## src/rtl/wdc_pkg.sv

```systemverilog
package wdc_pkg;

   typedef enum logic [2:0] {
      TGT_NONE   = 3'd0,
      TGT_NARROW = 3'd1,
      TGT_WIDE   = 3'd2,
      TGT_PTR    = 3'd3,
      TGT_MEM    = 3'd4
   } tgt_kind_e;

   localparam logic [1:0] CK_WIDE = 2'd0;
   localparam logic [1:0] CK_PTR  = 2'd1;
   localparam logic [1:0] CK_MEM  = 2'd2;

   localparam int unsigned LANE_W = 32;
   localparam int unsigned LANES  = 4;

   function automatic logic [1:0] commit_code(input tgt_kind_e k);
      case (k)
         TGT_PTR: commit_code = CK_PTR;
         TGT_MEM: commit_code = CK_MEM;
         default: commit_code = CK_WIDE;
      endcase
   endfunction

   function automatic bit spans_overlap(input int unsigned b0, input int unsigned e0,
                                        input int unsigned b1, input int unsigned e1);
      spans_overlap = (b0 < e1) && (b1 < e0) && (b0 != e0) && (b1 != e1);
   endfunction

endpackage

```

## src/rtl/wdc_decode.sv

```systemverilog
module wdc_decode
   import wdc_pkg::*;
#(
   parameter int unsigned ADDR_W       = 10,
   parameter int unsigned IDX_W        = 4,
   parameter int unsigned NARROW_BASE  = 0,
   parameter int unsigned NARROW_COUNT = 16,
   parameter int unsigned WIDE_BASE    = 64,
   parameter int unsigned WIDE_COUNT   = 4,
   parameter int unsigned PTR_BASE     = 128,
   parameter int unsigned PTR_COUNT    = 4,
   parameter int unsigned MEM_BASE     = 256,
   parameter int unsigned MEM_WORDS    = 8
) (
   input  logic [ADDR_W-1:0] addr,
   output tgt_kind_e         kind,
   output logic [IDX_W-1:0]  idx,
   output logic [1:0]        lane
);

   localparam int unsigned NARROW_END = NARROW_BASE + NARROW_COUNT;
   localparam int unsigned WIDE_END   = WIDE_BASE + LANES * WIDE_COUNT;
   localparam int unsigned PTR_END    = PTR_BASE + LANES * PTR_COUNT;
   localparam int unsigned MEM_END    = MEM_BASE + 2 * MEM_WORDS;

   logic [31:0]      a32;
   logic             nar_hit, wide_hit, ptr_hit, mem_hit;
   logic [IDX_W-1:0] nar_idx, wide_idx, ptr_idx, mem_idx;

   assign a32 = 32'(addr);

   // narrow and four-lane regions are always present
   assign nar_hit  = (a32 >= NARROW_BASE) && (a32 < NARROW_END);
   assign nar_idx  = IDX_W'(a32 - NARROW_BASE);
   assign wide_hit = (a32 >= WIDE_BASE) && (a32 < WIDE_END);
   assign wide_idx = IDX_W'((a32 - WIDE_BASE) >> 2);
   assign ptr_hit  = (a32 >= PTR_BASE) && (a32 < PTR_END);
   assign ptr_idx  = IDX_W'((a32 - PTR_BASE) >> 2);

   // the two-lane memory region may be configured away
   generate
      if (MEM_WORDS > 0) begin : g_mem
         assign mem_hit = (a32 >= MEM_BASE) && (a32 < MEM_END);
         assign mem_idx = IDX_W'((a32 - MEM_BASE) >> 1);
      end else begin : g_no_mem
         assign mem_hit = 1'b0;
         assign mem_idx = '0;
      end
   endgenerate

   always_comb begin
      kind = TGT_NONE;
      idx  = '0;
      lane = 2'd0;
      if (nar_hit) begin
         kind = TGT_NARROW;
         idx  = nar_idx;
      end else if (wide_hit) begin
         kind = TGT_WIDE;
         idx  = wide_idx;
         lane = addr[1:0];
      end else if (ptr_hit) begin
         kind = TGT_PTR;
         idx  = ptr_idx;
         lane = addr[1:0];
      end else if (mem_hit) begin
         kind = TGT_MEM;
         idx  = mem_idx;
         lane = {1'b0, addr[0]};
      end
   end

endmodule

```

## src/rtl/wdc_narrow.sv

```systemverilog
module wdc_narrow
   import wdc_pkg::*;
#(
   parameter int unsigned IDX_W = 4
) (
   input  logic              clk,
   input  logic              rst_n,
   input  logic              in_en,
   input  logic [IDX_W-1:0]  in_idx,
   input  logic [LANE_W-1:0] in_data,
   output logic              nar_we,
   output logic [IDX_W-1:0]  nar_idx,
   output logic [LANE_W-1:0] nar_data
);

   always_ff @(posedge clk or negedge rst_n) begin
      if (!rst_n) begin
         nar_we   <= 1'b0;
         nar_idx  <= '0;
         nar_data <= '0;
      end else begin
         nar_we <= in_en;
         if (in_en) begin
            nar_idx  <= in_idx;
            nar_data <= in_data;
         end
      end
   end

   a_r2_narrow_forward: assert property (@(posedge clk) disable iff (!rst_n)
      in_en |=> nar_we && nar_data == $past(in_data) && nar_idx == $past(in_idx));

   a_r2_narrow_single: assert property (@(posedge clk) disable iff (!rst_n)
      !in_en |=> !nar_we);

endmodule

```

## src/rtl/wdc_collect.sv

```systemverilog
module wdc_collect
   import wdc_pkg::*;
#(
   parameter int unsigned IDX_W = 4
) (
   input  logic                      clk,
   input  logic                      rst_n,
   input  logic                      in_en,
   input  tgt_kind_e                 in_kind,
   input  logic [IDX_W-1:0]          in_idx,
   input  logic [1:0]                in_lane,
   input  logic [LANE_W-1:0]         in_data,
   output logic                      cmt_we,
   output logic [1:0]                cmt_kind,
   output logic [IDX_W-1:0]          cmt_idx,
   output logic [LANES*LANE_W-1:0]   cmt_data
);

   // held state
   logic [LANES-1:0]              vmask_q, vmask_d;
   tgt_kind_e                     hkind_q, hkind_d;
   logic [IDX_W-1:0]              hidx_q, hidx_d;
   logic [LANES-1:0][LANE_W-1:0]  hdata_q, hdata_d;

   // commit outputs next state
   logic                          cwe_d;
   logic [1:0]                    ckind_d;
   logic [IDX_W-1:0]              cidx_d;
   logic [LANES*LANE_W-1:0]       cdata_d;

   logic                          coll, busy, same, accept, top_ptr, complete;
   logic [LANES-1:0]              lane_sel, mmask;
   logic [LANES-1:0][LANE_W-1:0]  mdata, fill;

   assign coll     = in_en && (in_kind == TGT_WIDE || in_kind == TGT_PTR || in_kind == TGT_MEM);
   assign busy     = |vmask_q;
   assign same     = busy && (hkind_q == in_kind) && (hidx_q == in_idx);
   assign accept   = coll && (!busy || same);
   assign top_ptr  = coll && (in_kind == TGT_PTR) && (in_lane == 2'd3);
   assign lane_sel = LANES'(1) << in_lane;
   assign mmask    = vmask_q | (accept ? lane_sel : '0);

   // per-lane merge and zero fill
   generate
      for (genvar l = 0; l < LANES; l++) begin : g_lane
         assign mdata[l] = (accept && lane_sel[l]) ? in_data : hdata_q[l];
         assign fill[l]  = mmask[l] ? mdata[l] : '0;
      end
   endgenerate

   always_comb begin
      unique case (in_kind)
         TGT_WIDE: complete = &mmask;
         TGT_MEM:  complete = &mmask[1:0];
         TGT_PTR:  complete = (in_lane == 2'd3);
         default:  complete = 1'b0;
      endcase
   end

   always_comb begin
      vmask_d = vmask_q;
      hkind_d = hkind_q;
      hidx_d  = hidx_q;
      hdata_d = hdata_q;
      cwe_d   = 1'b0;
      ckind_d = cmt_kind;
      cidx_d  = cmt_idx;
      cdata_d = cmt_data;
      if (accept) begin
         if (complete) begin
            cwe_d   = 1'b1;
            ckind_d = commit_code(in_kind);
            cidx_d  = in_idx;
            cdata_d = fill;
            vmask_d = '0;
            hkind_d = TGT_NONE;
         end else begin
            vmask_d = mmask;
            hkind_d = in_kind;
            hidx_d  = in_idx;
            hdata_d = mdata;
         end
      end else if (top_ptr) begin
         cwe_d   = 1'b1;
         ckind_d = CK_PTR;
         cidx_d  = in_idx;
         cdata_d = {in_data, {(LANES-1)*LANE_W{1'b0}}};
      end
   end

   always_ff @(posedge clk or negedge rst_n) begin
      if (!rst_n) begin
         vmask_q  <= '0;
         hkind_q  <= TGT_NONE;
         hidx_q   <= '0;
         hdata_q  <= '0;
         cmt_we   <= 1'b0;
         cmt_kind <= CK_WIDE;
         cmt_idx  <= '0;
         cmt_data <= '0;
      end else begin
         vmask_q  <= vmask_d;
         hkind_q  <= hkind_d;
         hidx_q   <= hidx_d;
         hdata_q  <= hdata_d;
         cmt_we   <= cwe_d;
         cmt_kind <= ckind_d;
         cmt_idx  <= cidx_d;
         cmt_data <= cdata_d;
      end
   end

   // a wide commit follows a state with exactly three lanes held
   a_r3_wide_needs_three_held: assert property (@(posedge clk) disable iff (!rst_n)
      cmt_we && cmt_kind == CK_WIDE |-> $countones($past(vmask_q)) == 3);

   // memory words carry nothing above bit 63
   a_r5_mem_upper_zero: assert property (@(posedge clk) disable iff (!rst_n)
      cmt_we && cmt_kind == CK_MEM |-> cmt_data[127:64] == '0);

   // foreign non-top writes leave the collector alone
   a_r7_foreign_dropped: assert property (@(posedge clk) disable iff (!rst_n)
      coll && busy && !same && !top_ptr |=> $stable(vmask_q) && $stable(hidx_q) && $stable(hdata_q) && !cmt_we);

   // a foreign pointer top write commits and keeps the held lanes
   a_r8_ptr_top_keeps: assert property (@(posedge clk) disable iff (!rst_n)
      top_ptr && busy && !same |=> cmt_we && cmt_kind == CK_PTR && $stable(vmask_q) && $stable(hdata_q));

   // a collected commit leaves the collector empty
   a_r9_empty_after_commit: assert property (@(posedge clk) disable iff (!rst_n)
      cmt_we && !($past(busy) && !$past(same) && $past(top_ptr)) |-> vmask_q == '0);

   // no commit without a write in the previous cycle
   a_r11_strobe_needs_write: assert property (@(posedge clk) disable iff (!rst_n)
      !in_en |=> !cmt_we);

   // memory words never hold the upper lanes
   a_r10_mem_lanes: assert property (@(posedge clk) disable iff (!rst_n)
      hkind_q == TGT_MEM |-> vmask_q[3:2] == 2'b00);

endmodule

```

## src/rtl/wide_write_collector.sv

```systemverilog
module wide_write_collector
   import wdc_pkg::*;
#(
   parameter int unsigned ADDR_W       = 10,
   parameter int unsigned IDX_W        = 4,
   parameter int unsigned NARROW_BASE  = 0,
   parameter int unsigned NARROW_COUNT = 16,
   parameter int unsigned WIDE_BASE    = 64,
   parameter int unsigned WIDE_COUNT   = 4,
   parameter int unsigned PTR_BASE     = 128,
   parameter int unsigned PTR_COUNT    = 4,
   parameter int unsigned MEM_BASE     = 256,
   parameter int unsigned MEM_WORDS    = 8
) (
   input  logic              clk,
   input  logic              rst_n,
   input  logic              wr_en,
   input  logic [ADDR_W-1:0] wr_addr,
   input  logic [31:0]       wr_data,
   output logic              nar_we,
   output logic [IDX_W-1:0]  nar_idx,
   output logic [31:0]       nar_data,
   output logic              cmt_we,
   output logic [1:0]        cmt_kind,
   output logic [IDX_W-1:0]  cmt_idx,
   output logic [127:0]      cmt_data
);

   localparam int unsigned SPACE      = 1 << ADDR_W;
   localparam int unsigned IDX_SPAN   = 1 << IDX_W;
   localparam int unsigned NARROW_END = NARROW_BASE + NARROW_COUNT;
   localparam int unsigned WIDE_END   = WIDE_BASE + LANES * WIDE_COUNT;
   localparam int unsigned PTR_END    = PTR_BASE + LANES * PTR_COUNT;
   localparam int unsigned MEM_END    = MEM_BASE + 2 * MEM_WORDS;

   // elaboration-time parameter checks
   generate
      if (ADDR_W < 2 || ADDR_W > 31) begin : g_bad_addr_w
         $error("ADDR_W must lie in 2..31");
      end
      if (WIDE_BASE % LANES != 0 || PTR_BASE % LANES != 0 || MEM_BASE % 2 != 0) begin : g_bad_align
         $error("wide bases must be aligned to their lane count");
      end
      if (NARROW_COUNT > IDX_SPAN || WIDE_COUNT > IDX_SPAN ||
          PTR_COUNT > IDX_SPAN || MEM_WORDS > IDX_SPAN) begin : g_bad_idx_w
         $error("IDX_W too narrow for a region count");
      end
      if (NARROW_END > SPACE || WIDE_END > SPACE || PTR_END > SPACE || MEM_END > SPACE) begin : g_bad_space
         $error("a region runs past the address space");
      end
      if (spans_overlap(NARROW_BASE, NARROW_END, WIDE_BASE, WIDE_END) ||
          spans_overlap(NARROW_BASE, NARROW_END, PTR_BASE, PTR_END) ||
          spans_overlap(NARROW_BASE, NARROW_END, MEM_BASE, MEM_END) ||
          spans_overlap(WIDE_BASE, WIDE_END, PTR_BASE, PTR_END) ||
          spans_overlap(WIDE_BASE, WIDE_END, MEM_BASE, MEM_END) ||
          spans_overlap(PTR_BASE, PTR_END, MEM_BASE, MEM_END)) begin : g_bad_overlap
         $error("address regions overlap");
      end
   endgenerate

   tgt_kind_e        dec_kind;
   logic [IDX_W-1:0] dec_idx;
   logic [1:0]       dec_lane;

   wdc_decode #(
      .ADDR_W       (ADDR_W),
      .IDX_W        (IDX_W),
      .NARROW_BASE  (NARROW_BASE),
      .NARROW_COUNT (NARROW_COUNT),
      .WIDE_BASE    (WIDE_BASE),
      .WIDE_COUNT   (WIDE_COUNT),
      .PTR_BASE     (PTR_BASE),
      .PTR_COUNT    (PTR_COUNT),
      .MEM_BASE     (MEM_BASE),
      .MEM_WORDS    (MEM_WORDS)
   ) u_decode (
      .addr (wr_addr),
      .kind (dec_kind),
      .idx  (dec_idx),
      .lane (dec_lane)
   );

   wdc_narrow #(
      .IDX_W (IDX_W)
   ) u_narrow (
      .clk      (clk),
      .rst_n    (rst_n),
      .in_en    (wr_en && dec_kind == TGT_NARROW),
      .in_idx   (dec_idx),
      .in_data  (wr_data),
      .nar_we   (nar_we),
      .nar_idx  (nar_idx),
      .nar_data (nar_data)
   );

   wdc_collect #(
      .IDX_W (IDX_W)
   ) u_collect (
      .clk      (clk),
      .rst_n    (rst_n),
      .in_en    (wr_en),
      .in_kind  (dec_kind),
      .in_idx   (dec_idx),
      .in_lane  (dec_lane),
      .in_data  (wr_data),
      .cmt_we   (cmt_we),
      .cmt_kind (cmt_kind),
      .cmt_idx  (cmt_idx),
      .cmt_data (cmt_data)
   );

   // the two strobes never fire for the same write
   a_r1_one_path: assert property (@(posedge clk) disable iff (!rst_n)
      !(nar_we && cmt_we && !$past(cmt_we)));

endmodule

```

## config.mk

```make
export PLATFORM = sky130hd
export DESIGN_NAME = wide_write_collector
export DESIGN_NICKNAME = d
export VERILOG_FILES = /design/src/rtl/wdc_pkg.sv /design/src/rtl/wdc_decode.sv /design/src/rtl/wdc_narrow.sv /design/src/rtl/wdc_collect.sv /design/src/rtl/wide_write_collector.sv
export SDC_FILE = /design/constraint.sdc
export NUM_CORES = 1
export LEC_CHECK = 0
export ABC_AREA = 0
export CAP_MARGIN = 20
export CORE_MARGIN = 2
export CORE_UTILIZATION = 60
export CTS_BUF_LIST = sky130_fd_sc_hd__clkbuf_8
export CTS_CLUSTER_DIAMETER = 40
export DETAILED_ROUTE_END_ITERATION = 7
export DONT_BUFFER_PORTS = 1
export GPL_ROUTABILITY_DRIVEN = 1
export GPL_TIMING_DRIVEN = 0
export PLACE_DENSITY = 0.79
export SKIP_LAST_GASP = 1
export SYNTH_ARGS = -nofsm -noshare
export SYNTH_HDL_FRONTEND = slang
export SYNTH_SLANG_ARGS = --single-unit
```

## constraint.sdc

```tcl
create_clock -name clk -period 2.8 [get_ports clk]
set_clock_uncertainty 0.05 [all_clocks]
set_input_delay 0.28 -clock clk [delete_from_list [all_inputs] [get_ports clk]]
set_output_delay 0.28 -clock clk [all_outputs]
set_load 0.01 [all_outputs]
```

## After elaboration in Yosys (flattened, before gate mapping)

Cells that the tools add are included.

| word-level totals | value |
|---|---|
| input bits | 45 |
| register bits | 311 |

| cells by class | value |
|---|---|
| bitwise gates (word level) | 2 |
| $add $sub $neg | 3 |
| muxes and demuxes | 37 |
| shift operators | 1 |
| reduce and logical (&&, ||, !) cells | 25 |
| equal/unequal tests | 8 |
| order comparisons | 8 |

Operators with widths:

| cell | number |
|---|---|
| 2-to-1 mux 128 bit | 3 |
| 2-to-1 mux 32 bit | 8 |
| 2-to-1 mux 4 bit | 9 |
| logical AND 1 bit | 15 |
| 2-to-1 mux 3 bit | 5 |
| 2-to-1 mux 2 bit | 6 |
| subtractor 6 x 1 -> 6 bit (second input constant) | 2 |
| >= comparator 10 x 1 -> 1 bit (second input constant) | 1 |
| >= comparator 10 x 7 -> 1 bit (second input constant) | 1 |
| >= comparator 10 x 8 -> 1 bit (second input constant) | 1 |
| >= comparator 10 x 9 -> 1 bit (second input constant) | 1 |
| less-than comparator 10 x 5 -> 1 bit (second input constant) | 1 |
| less-than comparator 10 x 7 -> 1 bit (second input constant) | 1 |
| less-than comparator 10 x 8 -> 1 bit (second input constant) | 1 |
| less-than comparator 10 x 9 -> 1 bit (second input constant) | 1 |
| equality test 3 x 2 -> 1 bit (second input constant) | 2 |
| AND reduction 2 bit | 3 |
| subtractor 5 x 1 -> 5 bit (second input constant) | 1 |
| equality test 4 bit | 1 |
| 2-to-1 mux 1 bit | 4 |
| bitwise OR 4 bit | 1 |
| case mux 2 bit (2 select lines) | 1 |
| AND reduction 4 bit | 1 |
| OR reduction 4 bit | 1 |
| other kinds (11) | 13 |

## Longest topological paths before layout

| logic depth | value |
|---|---|
| depth after elaboration | 17 |
| gate-level depth with buffers | 13 |

## Cells and area by module

From an unflattened synthesis, not the netlist that was laid out.

| second synthesis, totals | value |
|---|---|
| cells, all modules | 1,068 |
| area, all modules | 13,925.9 µm² |

Modules (own cells, without submodules):

| module | cells an instance | seq. area each (µm²) | times used | area each (µm²) |
|---|---|---|---|---|
| wdc_collect | 970 | 6,856.6 | 1 | 12,249.2 |
| wdc_narrow | 77 | 925.9 | 1 | 1,515.2 |
| wdc_decode | 20 | 0.0 | 1 | 148.9 |
| wide_write_collector | 1 | 0.0 | 1 | 12.5 |

## Least setup slack after synthesis

Ideal clock, no wire load.

| timing path | value |
|---|---|
| kind | input-to-reg |
| from | input port wr_addr[7] |
| to | register u_collect.cmt_data[10] |
| slack | -201 ps |
| data required time | 2,629 ps |
| path buffers | 3 |
| stages on the path | 11 |
| arrival | 2,830 ps |
| cells stage by stage | clkbuf_2 > nor2_1 > a22oi_1 > a211o_1 > xnor2_2 > or3_1 > buf_2 > a21oi_4 > buf_2 > mux2_2 > a22o_1 |

| between the ends | value |
|---|---|
| longest elaborated chain between the ends | 17 |
| elaborated cells between the ends (all ways) | 53 |
| those cells by class | order compare: 8; eq/ne: 7; shift: 1; mux: 18; bitwise: 1; reduce/logical: 18 |

RTL lines:

| what | RTL line | RTL |
|---|---|---|
| start: declaration | wide_write_collector.sv:18 | `input logic [ADDR_W-1:0] wr_addr,` |
| >= comparator 10 x 9 -> 1 bit or less-than comparator 10 x 9 -> 1 bit (tied branches) | wdc_decode.sv:43 | `assign mem_hit = (a32 >= MEM_BASE) && (a32 < MEM_END);` |
| logical AND 1 bit | wdc_decode.sv:43 |  |
| 2-to-1 mux 3 bit | wdc_decode.sv:66 | `end else if (mem_hit) begin` |
| 2-to-1 mux 3 bit | wdc_decode.sv:62 | `end else if (ptr_hit) begin` |
| 2-to-1 mux 3 bit | wdc_decode.sv:58 | `end else if (wide_hit) begin` |
| 2-to-1 mux 3 bit | wdc_decode.sv:55 | `if (nar_hit) begin` |
| equality test 3 x 2 -> 1 bit, or another cell as far along | wdc_collect.sv:35, wdc_collect.sv:52 |  |
| logical OR 1 bit or logical AND 1 bit (tied branches) (2 in a row) | wdc_collect.sv:35, wdc_collect.sv:37 |  |
| logical AND 1 bit or logical OR 1 bit (tied branches) | wdc_collect.sv:35, wdc_collect.sv:38 |  |
| logical AND 1 bit | wdc_collect.sv:38 | `assign accept = coll && (!busy \|\| same);` |
| 2-to-1 mux 4 bit | wdc_collect.sv:41 | `assign mmask = vmask_q \| (accept ? lane_sel : '0);` |
| bitwise OR 4 bit | wdc_collect.sv:41 |  |
| AND reduction 4 bit or AND reduction 2 bit (tied branches) | wdc_collect.sv:53, wdc_collect.sv:54 |  |
| case mux 1 bit (3 select lines) | wdc_collect.sv:52 | `unique case (in_kind)` |
| != test 2 bit (no line) | -- |  |
| AND reduction 2 bit (no line) | -- |  |
| end signal: assignment | wdc_collect.sv:109 | `cmt_data <= cdata_d;` |
| end: declaration | wdc_collect.sv:16 | `output logic [LANES*LANE_W-1:0] cmt_data` |

Several ways; a longest one is shown, not always the timed one. The select of a mux whose other input is x is not followed.
A chain may end at the register's enable or synchronous reset.

## Worst setup path in the final report

| timing path | value |
|---|---|
| from | register u_collect.hkind_q[1] |
| to | register u_collect.hdata_q[90] (netlist bit) |

| between the ends | value |
|---|---|
| longest elaborated chain between the ends | 11 |
| elaborated cells between the ends (all ways) | 14 |
| those cells by class | eq/ne: 1; mux: 3; bitwise: 2; reduce/logical: 8 |

RTL lines:

| what | RTL line | RTL |
|---|---|---|
| start: declaration | wdc_collect.sv:21 | `tgt_kind_e hkind_q, hkind_d;` |
| start signal: assignment | wdc_collect.sv:103 | `hkind_q <= hkind_d;` |
| equality test 3 bit (*) | wdc_collect.sv:37 | `assign same = busy && (hkind_q == in_kind) && (hidx_q == in_idx);` |
| logical AND 1 bit (*) (2 in a row) | wdc_collect.sv:37 |  |
| logical OR 1 bit (*) | wdc_collect.sv:38 |  |
| logical AND 1 bit (*) | wdc_collect.sv:38 |  |
| 2-to-1 mux 4 bit | wdc_collect.sv:41 |  |
| bitwise OR 4 bit | wdc_collect.sv:41 |  |
| AND reduction 4 bit or AND reduction 2 bit (tied branches) | wdc_collect.sv:53, wdc_collect.sv:54 |  |
| case mux 1 bit (3 select lines) | wdc_collect.sv:52 |  |
| NOT 1 bit (no line) | -- |  |
| AND reduction 2 bit (no line) | -- |  |
| end signal: assignment | wdc_collect.sv:105 | `hdata_q <= hdata_d;` |
| end: declaration | wdc_collect.sv:23 | `logic [LANES-1:0][LANE_W-1:0] hdata_q, hdata_d;` |

Mark *: on every way between the ends. The rest lies on a longest branch, timed or not.

==> summary.txt <==
Worst setup path
  • Worst path depth: 13
  • Worst R2R Start: u_collect.hkind_q[1]
  • Setup crit end kind: register
  • Top cell by count, worst path: buf_6
  • Worst EP arrival: approximately 3.4 ns
  • Cell chain of the critical path: or3b_4 -> a21oi_2 -> a221o_1 -> nand2_2 -> buf_6 -> or3_4 -> buf_6 -> a21boi_2 -> buf_6 -> buf_12 -> nand2_8 -> buf_12 -> mux2_4
  • Slowest stage cell, crit path: dfrtp_1
  • Buf/Inv on CP: 5
  • CP Max Fanout: 10
  • Reg2reg setup slack: -0.17 ns
  • Critical Path Start Type: register
  • CP delay by family, top: simple AND/OR/NAND/NOR gates
  • Crit path required time: 3.19 ns
  • Kind of critical path: reg -> reg
  • Reg2reg end: u_collect.hdata_q[90]
  • CP max stage delay: approximately 0.39 ns
  • Reg2reg path depth: 13

Finish
  • Proportion of layout cells with a drive suffix above 1: between 40% and 50%
  • # fillers: approximately 1200
  • Final core occ: 78.74%
  • Layout overhead on the synthesized area: 29.51%
  • Commonest non-fill, non-tap cell in the layout: dfrtp_1
  • Most frequent cells in the layout: dfrtp_1, mux2_4, mux2_2
  • Post-Layout Cell Count: around 1400
  • Nets: approximately 1200

Synth
  • FF+latch count, synth: 311
  • Synth warn: 0
  • Main flop type after synthesis: dfrtp_1
  • Synth top area share: between 50% and 60%
  • Register area share after synthesis: a little under three fifths
  • Syn Area/Cell: roughly 15 um2
  • Largest cells by area after synthesis: dfrtp_1, mux2_2, a22o_1
  • Number of flops mapped to enable cells by yosys: 0
  • Post-Syn Instances: roughly 940
  • Number of distinct library cells after synthesis: just under 70
  • Mapped Nets: about 1000
  • Post-synth ARST share: 100.0%
  • Mapped Area: roughly 0.014 mm2
  • Area leader, netlist: dfrtp_1

Route
  • Via/cell ratio: 6.371
  • Initial DRC count: 580
  • Remaining DRCs: 0
  • Total detailed-routing wirelength: 38.74 mm
  • First-pass DRT Iterations: 4
  • Via count of the routed design: between 9000 and 10000
  • Drt wl/cell: 27.03 um
  • Final ANT Viol Nets: 0

Floorplan
  • Std-Cell Rows: between 50 and 60
  • Die X: approximately 160 um
  • Core area: roughly 0.023 mm2
  • Die area: approximately 0.024 mm2
  • Initial Util: 60.80%
  • Die Ht: ~160 um
  • IO Pins: around 220

Clock network
  • Clock Sinks: about 310
  • CTS Buf Count: 51
  • CTS tree: yes
  • H-tree levels: 2
  • Root buf cell: clkbuf_8
  • CTS Hold Buffers Added: 40
  • Clk pin slew, worst setup/hold paths: 0.06 ns
  • CTS Buffer Depth: 3
  • Worst skew pair latency: ~0.58 ns

Timing
  • Slew Limit Fails: 0
  • Min Tclk post-route: 2.972 ns
  • Final Setup Violations: ~250
  • RSZ-0062 raised after global routing: true
  • Final Hold Fails: slightly above 300
  • Final worst-path setup slack: -0.1723 ns
  • Final hold slack: -0.6367 ns
  • Part of the cycle the worst path needs: 106.2%
  • Worst-Margin Slew: 0.9329 ns
  • Setup TNS: -25.98 ns
  • Slew HR: 37.63%
  • Fmax: approximately 340 MHz

Run status
  • Failing checks: negative hold slack, negative setup slack
  • Status: finished, violations left

Placement
  • Dpl hpwl: between 20 and 25 mm
  • Placer Congestion: slightly above 0.8
  • Placed cell count: approximately 1200
  • I/O Buffers: 0

Power
  • Sw Share: roughly a quarter
  • PwrDens: slightly above 600 mW/mm2
  • Seq pwr share: about half
  • Psw: approximately 2700 uW
  • Pint: between 8000 and 9000 uW
  • Leakage power: 0.008555 uW
  • Peak supply drop: roughly 0.50 mV
  • Combinational share of power: between 10% and 20%
  • Clock group share of total power: 37.1%

Job
  • Max_cap viols: 0

GRT
  • Total GRT Usage: approximately 29%
  • Antenna violations before repair: 2
  • Global-route wire length before repair: roughly 55 mm
  • Pin count of the biggest net entering global routing: 312
  • Vias in the first global route: approximately 9200
  • GR Overflow Total: 0

Hold path
  • Worst hold path type: in -> async
-- flip-flops by register name, indices dropped and copies added, names as in the netlist --
register and flops:
u_collect.hidx_q 4, u_collect.hdata_q 128, u_collect.cmt_kind 2, u_collect.cmt_data 128, u_narrow.nar_idx 4, u_narrow.nar_data 32, u_collect.vmask_q 4, u_narrow.nar_we 1
u_collect.hkind_q 3, u_collect.cmt_idx 4, u_collect.cmt_we 1
-- cell families (layout without fill, tap and decap cells) --
logic type | Yosys count | count (layout) | share of synthesized area [%]
muxes | 297 | 297 | 25.40
AOI/OAI and AO/OA | 169 | 169 | 10.59
buffers and inverters | 72 | 282 | 3.328
DFF | 311 | 311 | 56.71
xor gates and xnor gates | 5 | 5 | 0.3739
other | 0 | 2 | 0
and+or+nand+nor | 82 | 82 | 3.602
-- power by group through the flow --
stage                     Combinational (uW)  Clock (uW)  Sequential [uW]
after floorplan                          901           0             5230
after CTS                               1230        4050             5230
after global placement                   970           0             5280
final                                   1530        4020             5290
after global routing                    1620        4270             5330
after detailed placement                1010           0             5310
-- worst max-delay path by stage --
stage | startpoint | endpoint | slack [ns]
5_1_grt | u_collect.hkind_q[1] | u_collect.cmt_data[46] | -0.32
3_3_place_gp | wr_addr[7] | u_collect.hdata_q[16] | -0.54
2_1_floorplan | wr_addr[9] | u_collect.hdata_q[10] | -0.07
3_5_place_dp | wr_addr[9] | u_collect.cmt_data[103] | -0.61
4_1_cts | u_collect.hkind_q[1] | u_collect.cmt_data[18] | -0.14
6_report | u_collect.hkind_q[1] | u_collect.hdata_q[90] | -0.17
-- final cells by class --
| type | count | area [um2] | area share, % |
|---|---|---|---|
| diodes | 2 | 5.005 | 0.02816 |
| flip-flops and latches | 311 | 7782 | 43.79 |
| clock buffers | 70 | 963.4 | 5.421 |
| repair buffers | 124 | 1679 | 9.447 |
| plain buffers | 61 | 834.6 | 4.696 |
| well taps | 285 | 356.6 | 2.006 |
| clock inverters | 21 | 96.34 | 0.5421 |
| multi-input cells | 553 | 6021 | 33.88 |
| inverters | 6 | 35.03 | 0.1971 |
-- layer usage --
layer  vias to the layer above  share of wire (%)  global-route usage [%]
met5                         -                  0                       0
met4                         0                2.1                   7.864
met3                        73                8.1                   8.273
met2                       362                 49                   46.86
met1                      4849                 41                   40.37
li1                       3846                  -                       -
-- metrics by stage --
stage | instance area (um2) | total power [uW] | setup slack (ns)
floorplan | 13840 | 6134 | -0.06871
global placement | 14190 | 6250 | -0.5376
detailed placement | 14190 | 6324 | -0.6121
CTS | 16670 | 10510 | -0.1384
global route | 17770 | 11220 | -0.3233
finish | 17770 | 10840 | -0.1723
-- cell usage after synthesis (2+ instances only) --
library cell / instances
nor2b_1: 2
nor4b_1: 2
buf_4: 18
or3_1: 3
inv_1: 5
o31a_1: 2
o211ai_1: 2
o2bb2ai_1: 33
buf_6: 12
xnor2_1: 2
mux2_4: 49
xor2_1: 2
a21oi_1: 2
and2_1: 5
a31oi_1: 2
a22o_1: 98
nand3b_1: 2
a21o_1: 2
o21ai_0: 7
mux2i_1: 34
nor4_1: 3
nor3_1: 4
nand3_1: 7
nand2b_1: 2
dfrtp_1: 311
mux2_2: 167
buf_1: 2
o31ai_1: 2
nor3b_1: 4
nor2_1: 24
mux2_1: 47
buf_2: 17
nand2_2: 2
a21boi_1: 2
clkbuf_1: 15
nand2_1: 10
-- what timing repair did --
| action | CTS | global route |
|---|---|---|
| setup endpoints to repair | 262 | 264 |
| pin swaps | 15 | 68 |
| endpoints found under the hold margin | 607 | 311 |
| setup buffers | 33 | 30 |
| cloned | 11 | 16 |
| resized for setup | 103 | 183 |
No activity file was read; power rests on OpenSTA's default activity.
